[src/rtl/serial_rx_pkg.sv]
package serial_rx_pkg;
  localparam int unsigned DATA_W = 8;
  localparam int unsigned CNT_W  = 16;

  typedef enum logic [2:0] {
    ST_IDLE,
    ST_START,
    ST_DATA,
    ST_STOP,
    ST_WAIT_HIGH
  } rx_state_e;
endpackage

[src/rtl/rx_sync.sv]
module rx_sync #(
  parameter int unsigned STAGES = 2
) (
  input  logic clk_i,
  input  logic rst_ni,
  input  logic d_i,
  output logic q_o
);
  logic [STAGES-1:0] pipe_q;

  generate
    for (genvar i = 0; i < STAGES; i++) begin : g_stage
      if (i == 0) begin : g_first
        always_ff @(posedge clk_i or negedge rst_ni)
          if (!rst_ni) pipe_q[0] <= 1'b1;
          else         pipe_q[0] <= d_i;
      end else begin : g_next
        always_ff @(posedge clk_i or negedge rst_ni)
          if (!rst_ni) pipe_q[i] <= 1'b1;
          else         pipe_q[i] <= pipe_q[i-1];
      end
    end
  endgenerate

  assign q_o = pipe_q[STAGES-1];
endmodule

[src/rtl/rx_bit_timer.sv]
module rx_bit_timer #(
  parameter int unsigned CNT_W = 16
) (
  input  logic             clk_i,
  input  logic             rst_ni,
  input  logic             clr_i,
  input  logic [CNT_W-1:0] cpb_i,
  output logic             half_o,
  output logic             full_o
);
  logic [CNT_W-1:0] cnt_q;
  logic [CNT_W-1:0] half_w, half_m1, full_m1;

  assign half_w  = cpb_i >> 1;
  assign half_m1 = (half_w == '0) ? '0 : half_w - 1'b1;
  assign full_m1 = (cpb_i  == '0) ? '0 : cpb_i  - 1'b1;

  always_ff @(posedge clk_i or negedge rst_ni)
    if (!rst_ni)    cnt_q <= '0;
    else if (clr_i) cnt_q <= '0;
    else            cnt_q <= cnt_q + 1'b1;

  assign half_o = (cnt_q == half_m1);
  assign full_o = (cnt_q == full_m1);

  // counter restarts from zero after a clear
  AST_TIMER_CLEAR: assert property (@(posedge clk_i) disable iff (!rst_ni)
    clr_i |=> cnt_q == '0);
endmodule

[src/rtl/rx_frame_fsm.sv]
module rx_frame_fsm
  import serial_rx_pkg::*;
#(
  parameter int unsigned DW = DATA_W
) (
  input  logic          clk_i,
  input  logic          rst_ni,
  input  logic          line_i,
  input  logic          half_i,
  input  logic          full_i,
  output logic          clr_o,
  output logic          valid_o,
  output logic [DW-1:0] data_o
);
  localparam int unsigned IDX_W = $clog2(DW);

  rx_state_e        state_q, state_d;
  logic [IDX_W-1:0] idx_q;
  logic [DW-1:0]    shr_q;
  logic             good_stop;

  always_comb begin
    state_d = state_q;
    clr_o   = 1'b0;
    unique case (state_q)
      ST_IDLE: begin
        clr_o = 1'b1;
        if (!line_i) state_d = ST_START;
      end
      ST_START:
        if (half_i) begin
          clr_o   = 1'b1;
          state_d = line_i ? ST_IDLE : ST_DATA; // high again: glitch
        end
      ST_DATA:
        if (full_i) begin
          clr_o = 1'b1;
          if (idx_q == IDX_W'(DW-1)) state_d = ST_STOP;
        end
      ST_STOP:
        if (full_i) begin
          clr_o   = 1'b1;
          state_d = line_i ? ST_IDLE : ST_WAIT_HIGH;
        end
      ST_WAIT_HIGH: begin
        clr_o = 1'b1;
        if (line_i) state_d = ST_IDLE;
      end
      default: state_d = ST_IDLE;
    endcase
  end

  assign good_stop = (state_q == ST_STOP) && full_i && line_i;

  always_ff @(posedge clk_i or negedge rst_ni)
    if (!rst_ni) begin
      state_q <= ST_IDLE;
      idx_q   <= '0;
      shr_q   <= '0;
      valid_o <= 1'b0;
      data_o  <= '0;
    end else begin
      state_q <= state_d;
      valid_o <= good_stop;
      if (good_stop) data_o <= shr_q;
      if (state_q == ST_START) idx_q <= '0;
      if (state_q == ST_DATA && full_i) begin
        shr_q <= {line_i, shr_q[DW-1:1]}; // LSB first
        idx_q <= idx_q + 1'b1;
      end
    end

  AST_IDLE_ARM: assert property (@(posedge clk_i) disable iff (!rst_ni)
    (state_q == ST_IDLE && !line_i) |=> state_q == ST_START);
  AST_GLITCH_DROP: assert property (@(posedge clk_i) disable iff (!rst_ni)
    (state_q == ST_START && half_i && line_i) |=> (state_q == ST_IDLE && !valid_o));
  AST_VALID_AFTER_STOP: assert property (@(posedge clk_i) disable iff (!rst_ni)
    valid_o |-> $past(state_q) == ST_STOP);
  AST_VALID_ONE_CYCLE: assert property (@(posedge clk_i) disable iff (!rst_ni)
    valid_o |=> !valid_o);
  AST_DATA_HOLD: assert property (@(posedge clk_i) disable iff (!rst_ni)
    !$stable(data_o) |-> valid_o);
  AST_BAD_STOP_DROP: assert property (@(posedge clk_i) disable iff (!rst_ni)
    (state_q == ST_STOP && full_i && !line_i) |=> (!valid_o && state_q == ST_WAIT_HIGH));
  AST_WAIT_NO_ARM: assert property (@(posedge clk_i) disable iff (!rst_ni)
    (state_q == ST_WAIT_HIGH && !line_i) |=> state_q == ST_WAIT_HIGH);
endmodule

[src/rtl/serial_byte_rx.sv]
module serial_byte_rx
  import serial_rx_pkg::*;
#(
  parameter int unsigned SYNC_STAGES = 2
) (
  input  logic              clk_i,
  input  logic              rst_ni,
  input  logic [CNT_W-1:0]  cpb_i,
  input  logic              rx_i,
  output logic              valid_o,
  output logic [DATA_W-1:0] data_o
);
  logic line_s, clr_w, half_w, full_w;

  rx_sync #(.STAGES(SYNC_STAGES)) u_sync (
    .clk_i (clk_i),
    .rst_ni(rst_ni),
    .d_i   (rx_i),
    .q_o   (line_s)
  );

  rx_bit_timer #(.CNT_W(CNT_W)) u_timer (
    .clk_i (clk_i),
    .rst_ni(rst_ni),
    .clr_i (clr_w),
    .cpb_i (cpb_i),
    .half_o(half_w),
    .full_o(full_w)
  );

  rx_frame_fsm #(.DW(DATA_W)) u_fsm (
    .clk_i  (clk_i),
    .rst_ni (rst_ni),
    .line_i (line_s),
    .half_i (half_w),
    .full_i (full_w),
    .clr_o  (clr_w),
    .valid_o(valid_o),
    .data_o (data_o)
  );

  AST_RESET_QUIET: assert property (@(posedge clk_i)
    !rst_ni |-> (!valid_o && data_o == '0));
endmodule

[config.mk]
export PLATFORM = sky130hd
export DESIGN_NAME = serial_byte_rx
export DESIGN_NICKNAME = d
export VERILOG_FILES = /design/src/rtl/serial_rx_pkg.sv /design/src/rtl/rx_sync.sv /design/src/rtl/rx_bit_timer.sv /design/src/rtl/rx_frame_fsm.sv /design/src/rtl/serial_byte_rx.sv
export SDC_FILE = /design/constraint.sdc
export NUM_CORES = 1
export LEC_CHECK = 0
export BUFFER_PORTS_ARGS = -buffer_cell sky130_fd_sc_hd__buf_2
export CORE_MARGIN = 5
export CORE_UTILIZATION = 30
export CTS_CLUSTER_SIZE = 24
export DETAILED_ROUTE_END_ITERATION = 10
export HOLD_SLACK_MARGIN = 0.06
export PLACE_DENSITY = 0.5
export SYNTH_ARGS = -nofsm -noshare
export SYNTH_HDL_FRONTEND = slang
export SYNTH_SLANG_ARGS = --single-unit
[constraint.sdc]
create_clock -name clk_i -period 3.4 [get_ports clk_i]
set_input_delay 0.34 -clock clk_i [delete_from_list [all_inputs] [get_ports clk_i]]
set_output_delay 0.34 -clock clk_i [all_outputs]
set_load 0.03 [all_outputs]
Word-level counts from Yosys, hierarchy flattened
Cells that the tools add are included.
W data, S select, Z words.
{"block": "op_classes", "addsub": 4, "multipliers": 0, "n_div": 0, "order_cmp": 0, "eq_ne": 13, "n_shift": 0, "mux": 17, "n_bitwise": 0, "n_reduce_logical": 10}
{"cell": "$mux W16", "n": 3}
{"cell": "$eq A16 B16 Y1", "n": 2}
{"cell": "$logic_not A16 Y1", "n": 2}
{"cell": "$mux W3", "n": 9}
{"cell": "$add A16 B1 Y16 const B", "n": 1}
{"cell": "$sub A15 B1 Y16 const B", "n": 1}
{"cell": "$sub A16 B1 Y16 const B", "n": 1}
{"cell": "$pmux W3 S5", "n": 1}
{"cell": "$eq A3 B2 Y1 const B", "n": 2}
{"cell": "$eq A3 B3 Y1 const B", "n": 2}
{"cell": "$ne A2 B1 Y1 const B", "n": 3}
{"cell": "$ne A2 B2 Y1 const B", "n": 3}
{"cell": "$reduce_and A6 Y1", "n": 1}
{"cell": "$reduce_or A2 Y1", "n": 2}
{"cell": "$add A3 B1 Y3 const B", "n": 1}
{"cell": "$eq A3 B1 Y1 const B", "n": 1}
{"cell": "$logic_and A1 B1 Y1", "n": 3}
{"cell": "$logic_not A3 Y1", "n": 1}
{"cell": "$pmux W1 S3", "n": 1}
{"cell": "$mux W1", "n": 2}
{"cell": "$mux W2", "n": 1}
{"cell": "$reduce_bool A2 Y1", "n": 1}
{"block": "totals", "ff_bits": 41, "latch_bits": 0, "ram_bits": 0, "romBits": 0, "inputBits": 19, "out_inout_bits": 9, "wordCells": 52, "n_memories": 0}

Depth between registers and ports, before layout
Gate-level depths: netlist (run 1).
{"block": "logic_depth", "depth_word": 6, "depth_mapped": 14, "mapped_depth_nobuf": 10}

Cells and area by module
A second synthesis (run 1) with hierarchy kept.
{"block": "hier_totals", "hier_cells": 361, "area_unflattened_um2": 3295.7}
{"module": "rx_bit_timer", "n_inst": 1, "cells_per_inst": 289, "area_each_um2": 2243.4, "seq_area_each_um2": 400.4}
{"module": "rx_frame_fsm", "n_inst": 1, "cells_per_inst": 70, "area_each_um2": 999.7, "seq_area_each_um2": 575.6}
{"module": "rx_sync", "n_inst": 1, "cells_per_inst": 2, "area_each_um2": 52.6, "seq_area_each_um2": 52.6}

Worst setup path after synthesis (run 1)
No wires, ideal clock.
{"block": "synth_timing", "path_kind": "input to register", "start": "in cpb_i[1]", "end": "reg u_fsm.data_o[0]", "setup_ns": 0.125, "arrival_time_ns": 3.492, "required_time_ns": 3.275, "slack_ns": -0.217, "cell_stages": 13, "n_path_buf": 3, "path_cell_list": "inv_1 ha_1 or3b_2 or4_4 buf_6 mux2i_1 a221o_1 nor4_4 nand2b_4 buf_6 or4_4 buf_6 mux2_4"}
{"block": "synth_between", "elab_chain_cells": 5, "word_cells_on_any_way": 6, "classes_between": "1 x add/sub; 1 x eq/ne; 1 x mux; 3 x reduce/logical"}
{"element": "start, declared", "line_no": "serial_byte_rx.sv:8", "text": "input logic [CNT_W-1:0] cpb_i,"}
{"element": "$sub A16 B1 Y16 / $logic_not A16 Y1 (equally long branches)", "line_no": "rx_bit_timer.sv:16", "text": "assign full_m1 = (cpb_i == '0) ? '0 : cpb_i - 1'b1;"}
{"element": "$mux W16 *", "line_no": "rx_bit_timer.sv:16"}
{"element": "$eq A16 B16 Y1 *", "line_no": "rx_bit_timer.sv:24", "text": "assign full_o = (cnt_q == full_m1);"}
{"element": "$logic_and A1 B1 Y1 * (2 in series)", "line_no": "rx_frame_fsm.sv:53", "text": "assign good_stop = (state_q == ST_STOP) && full_i && line_i;"}
{"element": "end signal, assigned", "line_no": "rx_frame_fsm.sv:65", "text": "if (good_stop) data_o <= shr_q;"}
{"element": "end, declared", "line_no": "rx_frame_fsm.sv:13", "text": "output logic [DW-1:0] data_o"}
Mark *: on every way between the ends. The rest lies on a longest branch, timed or not.
A chain may end at the register's enable or synchronous reset.

Worst setup path in the final report (run 1)
{"block": "layout_timing", "start": "in cpb_i[4]", "end": "reg u_fsm.state_q[2]"}
{"block": "layout_between", "elab_chain_cells": 5, "word_cells_on_any_way": 12, "classes_between": "2 x add/sub; 5 x eq/ne; 2 x mux; 3 x reduce/logical"}
{"element": "$sub A16 B1 Y16 (tied with other cells)", "line_no": "rx_bit_timer.sv:16"}
{"element": "$mux W16, on equally long branches", "line_no": "rx_bit_timer.sv:16, rx_bit_timer.sv:15"}
{"element": "$eq A16 B16 Y1, on equally long branches", "line_no": "rx_bit_timer.sv:24, rx_bit_timer.sv:23"}
{"element": "$ne A2 B1 Y1 (no line) / $ne A2 B2 Y1 (equally long branches)"}
{"element": "$reduce_and A6 Y1 (no line) *"}
{"element": "end signal, assigned", "line_no": "rx_frame_fsm.sv:63", "text": "state_q <= state_d;"}
{"element": "end, declared", "line_no": "rx_frame_fsm.sv:17", "text": "rx_state_e state_q, state_d;"}
Marked as above.

==> results of run 1 <==
## cells by family (layout without fill, tap and decap cells)
logic type	after synthesis	after routing
simple gates	210	210
compound gates	72	72
buf+inv	50	121
flops	41	41
xor+xnor	37	37
mux	25	25
fa+ha+maj	6	6
## final timing paths
kind                            slack (ns)                to  cells after the start        startpoint
min in group asynchronous             0.20  u_timer.cnt_q[0]                      1            rst_ni
worst min register to register        0.36        u_sync.q_o                      0  u_sync.pipe_q[0]
worst min-delay path                  0.15  u_sync.pipe_q[0]                      1              rx_i
worst max-delay path                  0.21  u_fsm.state_q[2]                     11          cpb_i[4]
worst max register to register        0.48  u_fsm.state_q[2]                      9  u_timer.cnt_q[9]
max in group asynchronous             2.61    u_fsm.shr_q[7]                      1            rst_ni
## metrics by stage
step                      TNS [ns]  util, %  cells  worst slack (ns)  area [um2]
after floorplan             -1.510        -    441           -0.1706        3767
after global placement     -0.4885    37.06    672          -0.05622        4488
after detailed placement    -1.643    37.06    672          -0.09687        4488
after CTS                        0    38.66    680            0.2031        4682
after global routing             0    38.66    680           0.08260        4682
final                            0    38.66    680            0.2068        4682
## cells in the final DEF (no fill, tap or decap), types with 5 or more instances in the layout
cell type / instances
nand4_1: 9
nand2b_1: 8
mux2_2: 9
o31ai_1: 5
mux2_4: 8
xor2_1: 9
o21ai_0: 8
and3_1: 8
buf_4: 76
or4_1: 11
clkbuf_16: 5
nand2_1: 19
mux2i_1: 8
inv_1: 6
a21oi_1: 12
xnor2_1: 27
nor3_1: 14
dfrtp_1: 39
nor4_1: 16
nand3_1: 28
or3_1: 8
nor2b_1: 12
nor2_1: 33
and2_1: 17
nor3b_1: 5
o311ai_0: 5
buf_2: 27
ha_1: 6
## cell usage after synthesis (3+ instances only)
cell and count:
o31ai_1 5, ha_1 6, nand4_1 9, and4_1 4, or4_4 3, o311ai_0 5, nor2b_1 12, nand2b_1 8
xor2_1 9, dfrtp_1 39, nand3_1 28, a2111oi_0 3, mux2i_1 8, and3_1 8, or3_1 8, o22ai_1 4
buf_6 6, a31oi_1 3, or2_2 3, nor2_1 33, xnor2_1 27, nand2_1 19, mux2_4 8, and2_1 17
mux2_2 9, o21ai_0 8, nor3b_1 5, clkbuf_1 34, or4_1 12, nor3_1 14, a211oi_1 3, nor4_1 16
a21oi_1 12, inv_1 8
## power breakdown
| group | switching, mW | internal (mW) | total, mW |
|---|---|---|---|
| logic | 0.242 | 0.215 | 0.456 |
| clock network | 0.197 | 0.423 | 0.620 |
| registers | 0.0831 | 0.523 | 0.607 |
| total | 0.522 | 1.16 | 1.68 |
## worst max-delay path, delay by kind of cell
family	cells	cell delay, ns
AOI/OAI and AO/OA	2	0.54
muxes	1	0.13
and+or+nand+nor	5	1.92
buffers and inverters	3	0.46
## routing by layer
layer	vias up	global-route usage (%)	wire length, um
met5	-	0	0
met4	0	6.443	358
met3	29	1.678	552
met2	126	26.08	5328
met1	1757	23.37	5591
li1	1769	-	-
## layout make-up
| cell class | count | share of cell area (%) |
|---|---|---|
| tap | 168 | 4.490 |
| multi-input combinational | 350 | 52.83 |
| sequential | 41 | 21.97 |
| clock inverter | 3 | 1.470 |
| inverter | 8 | 0.6414 |
| clock buffer | 5 | 2.672 |
| timing repair buffer | 105 | 15.93 |
## registers in the layout, summed over array words and instances, names as in the netlist
register / count
u_timer.cnt_q: 16
u_fsm.data_o: 8
u_fsm.shr_q: 8
u_fsm.idx_q: 3
u_fsm.state_q: 3
u_fsm.valid_o: 1
u_sync.pipe_q: 1
u_sync.q_o: 1
==> results.md, run 1 <==
* Outcome: finished, final reports clean
* Mapped Cells at 441
* Core area at 12110 um2
* # port buffers at 27
* Synth Area in Compound Gates at 14.22%
* First-pass GRT wire length at 19.32 mm
* Netlist cell types at between 60 and 70
* H-Tree Depth at 2
* Die H at 121.5 um
* # fillers at 1292
* Post-synth net total at 466
* DR iter-0 viols at 361
* PD cells at 359.4 nW/um2
* Area of the multi-input gates at 2474 um2
* Hold_buf cts at 0
* Synthesized area at 3730 um2
* Post-synthesis adder-cell area fraction at 2.013%
* Syn Area/Cell at around 8.5 um2
* Routed wire length at 11.83 mm
* Worst Setup Path Type: input port to flip-flop
* Largest net degree at the start of global routing at between 40 and 50
* DR pass1 iterations at 5
* EDFF count, synth at 0
* CP endpoint kind: flip-flop
* Worst VDD drop at 0.2336 mV
* Antenna Nets Post-Route at 0
* Root Buffer: clkbuf_16
* Min Hold Slack at 0.1503 ns
* Fraction of synthesized area in multiplexers at 8.085%
* Xor/xnor share of the synthesized area at under 10%
* Share of cells above drive strength 1 at 29.30%
* Post-synth top area share at a little over a quarter
* Worst setup SP type: input port
* Vias in the first global route at 3575
* Row cnt at 40
* Worst Path Arrival at 3.39 ns
* Crit-path cells: buf_2, or4_1, buf_4, or4_4, mux2i_1, a221o_1, nor4_4, nand2b_4, buf_4, or4_1, o31ai_1
* Post-synthesis register bit count at 41
* Diode count at 0
* WP data required at 3.59 ns
* Total grt overflow at 0
* Initial core utilization at a little under a third
* Die X at about 120 um
* Ys flop type: dfrtp_1
* Max FO, Critical Path at 11
* RSZ-0062 raised after global routing: no
* WL/cell at 17.40 um
* Min cycle time layout at 3.193 ns
* Final slew viol count at 0
* Max-cap violations at 0
* Register cell area after layout at 1028 um2
* Nets at 536
* Async set-reset flop share out of synthesis at 100.0%
* Slew margin rel. at 36.78%
* PostCTS Resize Cnt at 0
* DRC Markers at 0
* Vias at 3681
* Slowest stage cell, crit path: or4_1
* All-Layer GR Usage at 16.58%
* Dpl hpwl at 9.368 mm
* Ports at 28
* Leakage at 2.016 nW
* Top cells by area, synth: dfrtp_1 (26%), xnor2_1 (6.3%), nand3_1 (3.8%)
* Clk slew on worst S/H paths at 0.06 ns
* Antenna violations before repair at 0
* Worst skew pair latency at 0.28 ns
* Post-CTS Setup Inserts at 0
* Vias per inst at 5.413
* Setup Skew at about 0.0031 ns
* DIE AREA at 14760 um2
* Main combinational cell family by area after synthesis: simple AND/OR/NAND/NOR gates
* CTS Buffer Depth at 2
* Sequential share of the synthesized area at about 28%
* Gp weighted congestion at approximately 0.94
* Final Hold Vio Count at 0
* Yosys top cell by area: dfrtp_1
* Synth warnings at 0
* Tightest Hold Check Type: input port to flip-flop
* Power consumption at 1.683 mW
* Crit share post-route at 93.92%
* # setup viols final at 0
* Actual slew at the worst max-slew pin at 0.9482 ns
* Crit-path max cell delay at approximately 0.52 ns
* P&R area growth vs syn at 25.53%
* CTS Buf Count at 5
* Clk sinks at 41
* Fmax at roughly 310 MHz
* Synth Area in Simple Gates at 32.74%
* CTS tree: done
No activity file was read; power rests on OpenSTA's default activity.
==> inputs of run 2 (changes only) <==
Settings changed: BUFFER_PORTS_ARGS -buffer_cell sky130_fd_sc_hd__buf_2 to -buffer_cell sky130_fd_sc_hd__buf_4, CORE_MARGIN 5 to 2, CTS_CLUSTER_DIAMETER set to 80.
==> results.md, run 2 (same netlist as run 1, synthesis figures left out) <==
* Outcome: finished, final reports clean
* Actual slew at the worst max-slew pin at 0.8217 ns (-0.1266 ns)
* Fmax at 313.6 MHz (+0.14%)
* Final Hold Vio Count at 0 (unchanged)
* Total negative setup slack at 0 ns (unchanged)
* Antenna violations before repair at 0 (unchanged)
* DP Area at 4528 um2 (+0.89%)
* Leakage at 2.007 nW (-0.46%)
* Die H at 115.5 um (-4.9%)
* Slew margin rel. at 44.53% (+7.7 points)
* Gp weighted congestion at 0.9293 (-1.1%)
* All-Layer GR Usage at 18.71% (+2.1 points)
* CTS tree: done
* Initial core utilization at 30.92% (+0.13 points)
* CP endpoint kind: flip-flop
* Most frequent cells in the layout: buf_4 (102), dfrtp_1 (39), nor2_1 (33)
* Min Hold Slack at 0.1577 ns (+0.007426 ns)
* Crit-path max cell delay at 0.58 ns (+0.06 ns)
* Power consumption at 1.614 mW (-4.1%)
* Finished Layout Cells at 679 (-0.15%)
* DR pass1 iterations at 4 (-1)
* Core area at 12060 um2 (-0.41%)
* CP most frequent cell: buf_4
* Antenna Nets Post-Route at 0 (unchanged)
* Crit share post-route at 93.78% (-0.13 points)
* Vias in the first global route at 3668 (+2.6%)
* CTS Buffer Depth at 2 (unchanged)
* DRC Markers at 0 (unchanged)
* Worst Path Arrival at 3.37 ns (-0.02 ns)
* Clk slew on worst S/H paths at 0.06 ns (about the same)
* Diode count at 0 (unchanged)
* Worst Setup Path Type: input port to flip-flop
* Ports at 28 (unchanged)
* Hold_buf cts at 1 (+1)
* Largest regs: u_timer.cnt_q x16, u_fsm.data_o x8, u_fsm.shr_q x8
* PostCTS Resize Cnt at 0 (unchanged)
* P&R area growth vs syn at 26.27%
* Vias per inst at 5.340 (-1.3%)
* # setup viols final at 0 (unchanged)
* PD cells at 342.6 nW/um2 (-4.7%)
* Worst VDD drop at 0.1958 mV (-16%)
* Dpl hpwl at 9.313 mm (-0.59%)
* Worst skew pair latency at 0.28 ns (about the same)
* Nets at 535 (-0.19%)
* Max reg flops at 16 (unchanged)
* Worst setup SP type: input port
* Most common cell after layout, fill and taps aside: buf_4
* Clk sinks at 41 (unchanged)
* WL/cell at 17.14 um (-1.5%)
* Max-cap violations at 0 (unchanged)
* Vias at 3626 (-1.5%)
* Most flops, register: u_timer.cnt_q
* WP data required at 3.58 ns (about the same)
* DP Cell Count at 670 (-0.30%)
* Slowest stage cell, crit path: or4_4
* Share of cells above drive strength 1 at 28.96% (-0.33 points)
* DIE AREA at 13340 um2 (-9.6%)
* Post-CTS Setup Inserts at 0 (unchanged)
* Crit-path cells: buf_4, inv_2, ha_1, or3b_4, or4_4, mux2i_1, a221o_1, nor4_4, nand2b_4, buf_4, or4_1, a31o_2
* Min cycle time layout at 3.189 ns (-0.004563 ns)
* Dpl ws at -0.08830 ns (+0.008563 ns)
* DR iter-0 viols at 181 (-50%)
* H-Tree Depth at 2 (unchanged)
* Root Buffer: clkbuf_16
* Fin area at 4710 um2 (+0.59%)
* Largest net degree at the start of global routing at 42 (unchanged)
* Total grt overflow at 0 (unchanged)
* Die X at 115.5 um (-4.9%)
* Final setup margin at 0.2114 ns (+0.004563 ns)
* Tightest Hold Check Type: input port to flip-flop
* First-pass GRT wire length at 19.38 mm (+0.32%)
* Post-layout util at 39.05% (+0.39 points)
* Final slew viol count at 0 (unchanged)
* Routed wire length at 11.64 mm (-1.6%)
* Max FO, Critical Path at 4 (-7)
* Setup Skew at 0.003544 ns (+0.0004634 ns)
* Row cnt at 40 (unchanged)
* RSZ-0062 raised after global routing: no
* # port buffers at 27 (unchanged)
* CTS Buf Count at 5 (unchanged)
[run 2: changes by cell type in the layout (fill, tap and decap cells not counted)]
| cell | delta |
|---|---|
| buf_12 | -1 |
| buf_2 | -27 |
| buf_4 | +26 |
| bufinv_16 | -1 |
| clkinv_4 | +1 |
| clkinvlp_4 | +1 |
| dlygate4sd3_1 | +1 |
| inv_6 | -1 |
[run 2: final timing paths]
kind	cells after the start	slack, ns	end	startpoint
max reg2reg	9	0.46	u_fsm.state_q[0]	u_timer.cnt_q[9]
max in group asynchronous	2	2.45	u_sync.q_o	rst_ni
min	1	0.16	u_sync.pipe_q[0]	rx_i
min in group asynchronous	2	0.57	u_timer.cnt_q[3]	rst_ni
max	12	0.21	u_fsm.state_q[0]	cpb_i[1]
min reg2reg	0	0.36	u_sync.q_o	u_sync.pipe_q[0]
[run 2: report_power, final]
group | switching (mW) | total, mW | internal (mW)
clock | 0.199 | 0.547 | 0.347
sequential | 0.0798 | 0.603 | 0.524
combinational | 0.245 | 0.463 | 0.218
total | 0.524 | 1.61 | 1.09
[run 2: cell type report]
class / count / area, um2
repair buffers: 104 / 795.8
clock inverters: 3 / 46.29
well taps: 168 / 210.2
flip-flops and latches: 41 / 1028
clock buffers: 5 / 125.1
inverters: 8 / 30.03
fillers: 1231 / 7352
multi-input cells: 350 / 2474
[run 2: worst max-delay path: cells and delay by family]
family,cells,cell delay [ns]
compound gates,2,0.53
fa+ha+maj,1,0.14
simple gates,5,1.89
mux,1,0.14
buf+inv,3,0.35
[run 2: metal layers]
metal	wire length, um	vias to the layer above	GRT usage, %
met3	496	19	1.726
met2	5330	88	30.92
li1	-	1773	-
met1	5463	1746	25.15
met5	0	-	0
met4	350	0	7.711
==> inputs of run 3 (changes only) <==
Settings changed: BUFFER_PORTS_ARGS -buffer_cell sky130_fd_sc_hd__buf_4 to -buffer_cell sky130_fd_sc_hd__buf_2, SLEW_MARGIN set to 15.
==> results.md, run 3 (same netlist as run 1, synthesis figures left out) <==
* Die H at 115.5 um (unchanged)
* Antenna violations before repair at 0 (unchanged)
* PostCTS Resize Cnt at 0 (unchanged)
* CP most frequent cell: buf_4
* Clk slew on worst S/H paths at 0.06 ns (about the same)
* Initial core utilization at 30.92% (unchanged)
* DR iter-0 viols at 191 (+5.5%)
* Root Buffer: clkbuf_16
* Core area at 12060 um2 (unchanged)
* Crit share post-route at 94.31% (+0.52 points)
* Most flops, register: u_timer.cnt_q
* H-Tree Depth at 2 (unchanged)
* Max reg flops at 16 (unchanged)
* Worst Path Arrival at 3.43 ns (+0.06 ns)
* # port buffers at 27 (unchanged)
* Ports at 28 (unchanged)
* All-Layer GR Usage at 18.62% (-0.094 points)
* Fmax at 311.9 MHz (-0.55%)
* Finished Layout Cells at 686 (+1.0%)
* Antenna Nets Post-Route at 0 (unchanged)
* Gp weighted congestion at 0.9329 (+0.39%)
* Tightest Hold Check Type: input port to flip-flop
* Routed wire length at 11.90 mm (+2.2%)
* Final slew viol count at 0 (unchanged)
* CP endpoint kind: flip-flop
* Post-CTS Setup Inserts at 0 (unchanged)
* Min Hold Slack at 0.1482 ns (-0.009546 ns)
* RSZ-0062 raised after global routing: no
* Vias in the first global route at 3589 (-2.2%)
* Outcome: finished, final reports clean
* Final Hold Vio Count at 0 (unchanged)
* WP data required at 3.62 ns (+0.04 ns)
* CTS tree: done
* Largest net degree at the start of global routing at 42 (unchanged)
* Buf+Inv Stages, Crit Path at 4 (+1)
* Slew margin rel. at 40.56% (-4.0 points)
* DRC Markers at 0 (unchanged)
* Dpl hpwl at 9.558 mm (+2.6%)
* CP Depth at 12 (unchanged)
* Most frequent cells in the layout: buf_4 (83), dfrtp_1 (39), nor2_1 (33)
* Vias at 3694 (+1.9%)
* Clk sinks at 41 (unchanged)
* Crit-path leading delay family: simple AND/OR/NAND/NOR gates
* Hold Path Cell Cnt at 1 (unchanged)
* Max FO, Critical Path at 10 (+6)
* P&R area growth vs syn at 26.40%
* Vias per inst at 5.385 (+0.84%)
* Worst skew pair latency at 0.29 ns (about the same)
* Crit-path cells: buf_2, or4_1, buf_4, buf_4, a2111oi_0, buf_4, mux2i_1, a21bo_2, nor4_1, nand4_1, or4_1, nand3_1
* Largest regs: u_timer.cnt_q x16, u_fsm.data_o x8, u_fsm.shr_q x8
* # setup viols final at 0 (unchanged)
* Worst Setup Path Type: input port to flip-flop
* Post-layout util at 39.09% (+0.041 points)
* DP Cell Count at 678 (+1.2%)
* Worst setup SP type: input port
* Row cnt at 40 (unchanged)
* Leakage at 2.041 nW (+1.7%)
* Total grt overflow at 0 (unchanged)
* Share of cells above drive strength 1 at 30.12% (+1.2 points)
* Setup Skew at 0.001975 ns (-0.001570 ns)
* Nets at 542 (+1.3%)
* Worst VDD drop at 0.1527 mV (-22%)
* Min cycle time layout at 3.206 ns (+0.01774 ns)
* CTS Buf Count at 5 (unchanged)
* Crit-path max cell delay at 0.51 ns (-0.07 ns)
* DR pass1 iterations at 5 (+1)
* Die X at 115.5 um (unchanged)
* Power consumption at 1.684 mW (+4.4%)
* R2R cell count at 8 (-1)
* Max-cap violations at 0 (unchanged)
* Most common cell after layout, fill and taps aside: buf_4
* DIE AREA at 13340 um2 (unchanged)
* First-pass GRT wire length at 19.13 mm (-1.3%)
* WL/cell at 17.35 um (+1.2%)
* Diode count at 0 (unchanged)
* CTS Buffer Depth at 2 (unchanged)
* Actual slew at the worst max-slew pin at 0.8916 ns (+0.06988 ns)
* Hold_buf cts at 0 (-1)
* Slowest stage cell, crit path: or4_1
* PD cells at 357.2 nW/um2 (+4.3%)
## run 3: changes by cell type in the layout (fill, tap and decap cells not counted)
cell,change
bufinv_16,+1
clkinvlp_4,-1
inv_6,+1
buf_2,+27
buf_4,-19
clkinv_4,-1
dlygate4sd3_1,-1
## run 3: report_power, final
| part | switching (mW) | internal (mW) | leakage [nW] |
|---|---|---|---|
| combinational | 0.239 | 0.213 | 1.39 |
| clock | 0.195 | 0.423 | 0.0944 |
| sequential | 0.0900 | 0.523 | 0.554 |
| total | 0.524 | 1.16 | 2.04 |
## run 3: per-layer routing
layer,global-route usage (%),wire [um],share of wire [%]
met1,25.35,5447,46
met2,29.79,5406,45
met3,1.831,580,4.9
met4,8.675,466,3.9
met5,0,0,0
## run 3: through the flow
step	worst slack, ns	cell area, um2	setup TNS, ns
global route	0.06433	4715	0
detailed placement	-0.1139	4521	-1.067
global placement	-0.02688	4521	-0.4289
finish	0.1936	4715	0
floorplan	-0.1706	3767	-1.510
CTS	0.1882	4715	0
## run 3: cell type report
type                    count  area [um2]
clock buffers               5       125.1
clock inverters             3       68.82
fillers                  1277        7347
inverters                   8       30.03
multi-input cells         350        2474
flip-flops and latches     41        1028
well taps                 168       210.2
repair buffers            111       778.2
## run 3: path summary, 6_finish.rpt
check                                  from                to  slack [ns]
min reg2reg                u_sync.pipe_q[0]        u_sync.q_o        0.36
max reg2reg                u_timer.cnt_q[5]   u_fsm.data_o[5]        0.44
max                                cpb_i[4]  u_fsm.state_q[1]        0.19
min                                    rx_i  u_sync.pipe_q[0]        0.15
min in group asynchronous            rst_ni  u_timer.cnt_q[1]        0.18
max in group asynchronous            rst_ni   u_fsm.data_o[3]        2.66
## run 3: worst reg2reg max path, stage by stage, from the launching register on
cell and delay (ns):
dfrtp_1 0.65, xor2_1 0.27, xnor2_1 0.21, mux2i_1 0.12, a221o_1 0.31, nor4_4 0.34
nand2b_4 0.08, or4_4 0.53, mux2_4 0.34
